**src/rtl/inj_pkg.sv**
```systemverilog
package inj_pkg;

  // Strobes sent from the priority control to the switch datapath.
  typedef struct packed {
    logic latchSetting;  // present bits are here: capture a new switch setting
    logic issueAck;      // clock after a strobe: acknowledge granted processors
  } injStrobe_t;

endpackage

```
**src/rtl/inj_ctrl.sv**
```systemverilog
// Priority control. Runs the two-dimensional claim chain over all sources
// (buffer rows first, then processors in ascending index) and produces the
// strobes that drive the datapath.
module inj_ctrl
  import inj_pkg::*;
#(
  parameter int NUM_SLOTS = 7,
  parameter int NUM_PROCS = 16,
  localparam int NUM_SRC = NUM_SLOTS + NUM_PROCS
) (
  input  logic                                clk,
  input  logic                                rstN,
  input  logic                                passStart,
  input  logic [NUM_SRC-1:0]                  srcPresent,
  output logic [NUM_SRC-1:0][NUM_SLOTS-1:0]   grantNext,
  output injStrobe_t                          strobe
);

  logic ackPend;

  // Claim chain. Each source walks the slot column. Because slots fill
  // from the bottom, the occupancy vector is always a thermometer. A
  // present source claims the lowest free slot, which is the one whose
  // lower neighbour is occupied. A source that finds no free slot is
  // refused.
  always_comb begin
    logic [NUM_SLOTS-1:0] occ;
    logic [NUM_SLOTS-1:0] lowerTaken;
    occ = '0;
    for (int s = 0; s < NUM_SRC; s++) begin
      if (NUM_SLOTS > 1)
        lowerTaken = {occ[NUM_SLOTS-2:0], 1'b1};
      else
        lowerTaken = '1;
      grantNext[s] = {NUM_SLOTS{srcPresent[s]}} & ~occ & lowerTaken;
      occ = occ | grantNext[s];
    end
  end

  always_ff @(posedge clk or negedge rstN) begin
    if (!rstN) ackPend <= 1'b0;
    else       ackPend <= passStart;
  end

  assign strobe.latchSetting = passStart;
  assign strobe.issueAck     = ackPend;

endmodule

```
**src/rtl/inj_xbar.sv**
```systemverilog
// Switch datapath: the held switch setting, the source-to-slot crossbar,
// the registered slot outputs and the acknowledge decode.
module inj_xbar
  import inj_pkg::*;
#(
  parameter int NUM_SLOTS = 7,
  parameter int NUM_PROCS = 16,
  localparam int NUM_SRC = NUM_SLOTS + NUM_PROCS
) (
  input  logic                                clk,
  input  logic                                rstN,
  input  injStrobe_t                          strobe,
  input  logic [NUM_SRC-1:0][NUM_SLOTS-1:0]   grantNext,
  input  logic [NUM_SRC-1:0]                  srcBits,
  output logic [NUM_SLOTS-1:0]                slotBits,
  output logic [NUM_PROCS-1:0]                procAck
);

  logic [NUM_SRC-1:0][NUM_SLOTS-1:0] heldGrant;
  logic [NUM_SRC-1:0][NUM_SLOTS-1:0] activeGrant;
  logic [NUM_SLOTS-1:0]              slotNext;

  // The setting is captured at the strobe. In the strobe clock itself the
  // fresh setting already steers the present bits.
  always_ff @(posedge clk or negedge rstN) begin
    if (!rstN)                    heldGrant <= '0;
    else if (strobe.latchSetting) heldGrant <= grantNext;
  end

  always_comb activeGrant = strobe.latchSetting ? grantNext : heldGrant;

  // One OR column per slot. A slot with no source reduces to 0.
  for (genvar k = 0; k < NUM_SLOTS; k++) begin : g_slot
    always_comb begin
      logic acc;
      acc = 1'b0;
      for (int s = 0; s < NUM_SRC; s++)
        acc = acc | (activeGrant[s][k] & srcBits[s]);
      slotNext[k] = acc;
    end
  end

  always_ff @(posedge clk or negedge rstN) begin
    if (!rstN) slotBits <= '0;
    else       slotBits <= slotNext;
  end

  // A processor is acknowledged when its row of the held setting is not
  // empty, only in the clock after the strobe.
  for (genvar p = 0; p < NUM_PROCS; p++) begin : g_ack
    assign procAck[p] = strobe.issueAck & (|heldGrant[NUM_SLOTS+p]);
  end

endmodule

```
**src/rtl/inj_concentrator.sv**
```systemverilog
module inj_concentrator
  import inj_pkg::*;
#(
  parameter int NUM_SLOTS = 7,
  parameter int NUM_PROCS = 16
) (
  input  logic                  clk,
  input  logic                  rstN,
  input  logic                  passStart,
  input  logic [NUM_SLOTS-1:0]  bufBits,
  input  logic [NUM_PROCS-1:0]  procBits,
  output logic [NUM_SLOTS-1:0]  slotBits,
  output logic [NUM_PROCS-1:0]  procAck
);

  localparam int NUM_SRC = NUM_SLOTS + NUM_PROCS;

  // Buffer rows occupy the low source indices, so they win the chain.
  logic [NUM_SRC-1:0]                srcBits;
  logic [NUM_SRC-1:0][NUM_SLOTS-1:0] grantNext;
  injStrobe_t                        strobe;

  assign srcBits = {procBits, bufBits};

  inj_ctrl #(.NUM_SLOTS(NUM_SLOTS), .NUM_PROCS(NUM_PROCS)) ctrl_i (
    .clk        (clk),
    .rstN       (rstN),
    .passStart  (passStart),
    .srcPresent (srcBits),
    .grantNext  (grantNext),
    .strobe     (strobe)
  );

  inj_xbar #(.NUM_SLOTS(NUM_SLOTS), .NUM_PROCS(NUM_PROCS)) xbar_i (
    .clk       (clk),
    .rstN      (rstN),
    .strobe    (strobe),
    .grantNext (grantNext),
    .srcBits   (srcBits),
    .slotBits  (slotBits),
    .procAck   (procAck)
  );

endmodule

```
**config.mk**
```make
export PLATFORM = sky130hd
export DESIGN_NAME = inj_concentrator
export DESIGN_NICKNAME = d
export VERILOG_FILES = /design/src/rtl/inj_pkg.sv /design/src/rtl/inj_ctrl.sv /design/src/rtl/inj_xbar.sv /design/src/rtl/inj_concentrator.sv
export SDC_FILE = /design/constraint.sdc
export NUM_CORES = 1
export LEC_CHECK = 0
export BUFFER_PORTS_ARGS = -buffer_cell sky130_fd_sc_hd__buf_4
export CORE_MARGIN = 5
export CORE_UTILIZATION = 60
export DETAILED_ROUTE_END_ITERATION = 12
export GPL_TIMING_DRIVEN = 0
export PLACE_DENSITY = 0.78
export SLEW_MARGIN = 10
export SYNTH_ARGS = -nofsm -noshare
export SYNTH_HDL_FRONTEND = slang
export SYNTH_HIERARCHICAL = 1
export SYNTH_SLANG_ARGS = --single-unit
```
**constraint.sdc**
```tcl
create_clock -name clk -period 1.9 [get_ports clk]
set_input_delay 0 -clock clk [delete_from_list [all_inputs] [get_ports clk]]
set_output_delay 0 -clock clk [all_outputs]
set_load 0.01 [all_outputs]
```
==> metrics.md <==
| Metric | Value |
|---|---|
| Outcome | `finished with violations` |
| Failing checks | `setup timing` |
| Final Cell Area | `0.0155 mm²` |
| WP data required | `2230 ps` |
| Largest net degree at the start of global routing | `90` |
| FFs w/ async S/R, synth | `1.00` |
| Placed Area | `~0.012 mm²` |
| Fin util | `0.859` |
| 1st-iter DRT viols | `1,993` |
| Max-Cap Viols | `0` |
| Die width | `146 µm` |
| Initial Utilization | `0.612` |
| Sequential cell area | `0.00423 mm²` |
| Share of post-route cells with drive strength above 1 | `0.456` |
| Slew Limit Fails | `0` |
| Synth area leaders | `dfrtp_1 (38%), mux2_1 (8.0%), mux2_4 (7.2%)` |
| Crit-path max cell delay | `540 ps` |
| Clk pwr share | `0.368` |
| DIE AREA | `0.0213 mm²` |
| Skew-Pair Late Insertion Delay | `450 ps` |
| GR peak layer | `met2` |
| Max Clock Freq | `202 MHz` |
| CP endpoint kind | `flop` |
| Worst path bufs/invs | `7` |
| CP top delay family | `simple AND/OR/NAND/NOR gates` |
| Synthesis Warnings | `6` |
| Syn Inst Count | `1,097` |
| Detail Route Antenna Nets | `0` |
| Total number of vias | `11,900` |
| CTS buffer count | `17` |
| Hold Fails Final Rpt | `0` |
| Net Switching | `3.49 mW` |
| Die Y | `146 µm` |
| Post-synth top area cell | `dfrtp_1` |
| Initial antenna violation count | `3` |
| CTS H-tree depth | `4` |
| GP Congestion | `1.01` |
| CTS tree | `built` |
| Minimum clock period | `between 4000 and 5000 ps` |
| Met1 usage | `0.524` |
| Post-synth EDFFs | `0` |
| Post-synthesis sequential area ratio | `0.382` |
| Worst setup margin | `-3050 ps` |
| RSZ-0062 raised after global routing | `yes` |
| Worst Hold Class | `input port to flop` |
| Synth top area share | `0.382` |
| Fillcell total | `852` |
| Syn avg cell area | `10.1 µm²` |
| CTS Root Cell | `clkbuf_16` |
| PortBufs | `48` |
| Crit path DAT | `roughly 5300 ps` |
| Vias in the first global route | `10,800` |
| Worst Tran Pin Value | `about 870 ps` |
| Peak fanout along the critical path | `8` |
| Synth Register Bits | `169` |
| Critical Path, Cell by Cell | `buf_12 > buf_8 > or4_4 > a2111oi_4 > buf_4 > nor2_2 > buf_6 > o21ai_4 > buf_12 > buf_4 > a41oi_4 > nor4_4 > buf_4 > a221oi_4 > nor3_4 > nand4_4 > o21ai_0 > a21oi_1 > o2111a_1 > mux2_4 > a22oi_2 > nand4_1 > or3_4` |
| Core area | `between 0.015 and 0.02 mm²` |
| Post-route DRC | `0` |
| DR WL/cell | `31.3 µm` |
| Layout net count | `1,345` |
| Slew margin rel. | `0.423` |
| Top_reg_cell synth | `dfrtp_1` |
| DR vias/cell | `7.61` |
| Setup tns final | `-117,360 ps` |
| Period utilization | `2.60` |
| DRT Wirelength | `just under 50 mm` |
| CP Launch Type | `input port` |
| Sequential share of power | `0.381` |
| Worst-case hold slack | `13.0 ps` |
| Clock sinks | `169` |
| Pre-Repair DR Iteration Count | `9` |
| Hold path startpoint | `bufBits[4]` |
| Deepest clock path buffer count | `2` |
| GRT Overall Usage | `0.402` |
| Final Skew | `18.4 ps` |
| First-pass GRT wire length | `66.2 mm` |
| Non-filler cells, final | `around 1,600` |
| CP max stage cell | `or4_4` |
| Rows | `just under 50` |
| Worst slack, placed | `-3870 ps` |
| Io pins | `a little under 50` |
| Grt met3 use | `0.104` |
| Synth Cell Area | `roughly 0.011 mm²` |
| P_leak | `7.02 nW` |
| Peak VDD IR | `0.752 mV` |
| Most used cell, CP | `buf_4` |
| Crit path launch | `bufBits[0]` |
| CTS clock-pin slew for the worst setup and hold paths | `80 ps` |
| Multi-input logic area | `approximately 0.008 mm²` |
| Met2 Resource Use GR | `0.613` |
| Switch share | `0.346` |
| Synthesis-to-layout area growth | `40.4%` |
| Worst setup path class | `input port to flop` |
| Placed insts | `1,395` |
| Power Total | `around 10 mW` |
| Gr ovfl total | `0` |
| Final Setup Violations | `98` |
| Pwr dens | `650 mW/mm²` |
| P_int | `6.60 mW` |
| R2R Path Start | `xbar_i/heldGrant[114]$_DFF_PN0_` |
| Combinational power share | `0.251` |
| Yosys cell types | `81` |
| DP Wirelength | `28.4 mm` |
## final cells by class
type / instances / share of cell area
diodes: 2 / 0.000322
plain buffers: 89 / 0.0416
clock buffers: 17 / 0.0274
clock inverters: 15 / 0.0134
inverters: 22 / 0.00572
multi-input cells: 834 / 0.509
flip-flops and latches: 169 / 0.272
well taps: 229 / 0.0184
repair buffers: 186 / 0.112
## metal layers
layer  up-vias  routed length [µm]
met1      5741               17000
met3       405                6600
met2      1161               20800
li1       4576                   -
met4         4                4410
met5         -                  68
## flip-flops by register name, indices dropped and copies added (netlist names)
name and cells:
xbar_i/heldGrant 161, xbar_i/slotBits 7, ctrl_i/ackPend 1
## power by group through the flow
stage	sequential [mW]	combinational [mW]	clock (mW)
floorplan	3.89	1.13	0
global placement	3.89	1.79	0
detailed placement	3.90	1.81	0
CTS	3.83	2.11	3.67
global route	3.85	2.60	3.86
finish	3.84	2.53	3.72
## what timing repair did
action / 4_1_cts / 5_1_grt
resized for setup: 229 / 170
setup buffers: 76 / 64
cloned: 1 / 1
hold buffers: 4 / 0
endpoints found under the hold margin: 83 / 0
pin swaps: 67 / 82
endpoints found under the setup margin: 116 / 107
## final timing paths
path                       slack [ps]                              end  cells after the start
hold / removal                     10     xbar_i/slotBits[6]$_DFF_PN0_                      4
min in group asynchronous         130   xbar_i/heldGrant[58]$_DFF_PN0_                      2
max in group asynchronous         890  xbar_i/heldGrant[112]$_DFF_PN0_                      3
setup / recovery                -3050     xbar_i/slotBits[6]$_DFF_PN0_                     23
hold reg to reg                   490   xbar_i/heldGrant[48]$_DFF_PN0_                      1
setup reg to reg                 -180     xbar_i/slotBits[2]$_DFF_PN0_                      4
## cell usage after synthesis, types with 12 or more instances
cell type	instances
dfrtp_1	169
nor2_1	82
mux2_1	79
a22oi_1	74
nor3_1	73
mux2_4	53
nand2_1	52
clkbuf_1	45
a21oi_1	40
mux2_2	29
and3_1	26
buf_4	24
nand3_1	24
o21ai_0	24
nor4_1	22
inv_1	20
nand4_1	19
and2_1	15
or3_1	13
buf_6	12
## worst register-to-register path, cell delays in order (launching register included)
cell      delay [ps]
dfrtp_1          400
mux2_4           280
a222oi_1         500
nand3_1          340
or3_4            440
## placed cells by master (no fill, tap or decap), types with 8 or more instances in the layout
| cell type | instances |
|---|---|
| a21boi_0 | 9 |
| a21boi_1 | 10 |
| a21oi_1 | 25 |
| a21oi_2 | 10 |
| a22oi_1 | 63 |
| a22oi_2 | 11 |
| and2_4 | 8 |
| and3_1 | 14 |
| and3_4 | 12 |
| buf_2 | 9 |
| buf_4 | 143 |
| buf_6 | 67 |
| clkbuf_1 | 27 |
| clkbuf_16 | 20 |
| conb_1 | 21 |
| dfrtp_1 | 169 |
| inv_1 | 17 |
| mux2_1 | 41 |
| mux2_4 | 114 |
| nand2_1 | 45 |
| nand3_1 | 20 |
| nand4_1 | 19 |
| nor2_1 | 62 |
| nor2_2 | 9 |
| nor2_4 | 12 |
| nor3_1 | 41 |
| nor3_2 | 16 |
| nor3_4 | 21 |
| nor4_1 | 17 |
| o211a_1 | 10 |
| o21a_1 | 8 |
| o21ai_0 | 15 |
| o21ai_2 | 8 |
| or3_4 | 9 |
## cells by family after synthesis
logic type,after synthesis,synth area share
and+or+nand+nor,372,0.182
other,1,0.000339
xor gates and xnor gates,6,0.00475
buffers and inverters,115,0.0564
muxes,164,0.185
adders and majority gates,4,0.00373
AOI/OAI and AO/OA,266,0.186
DFF,169,0.382
(Power assumes the default switching activity.)
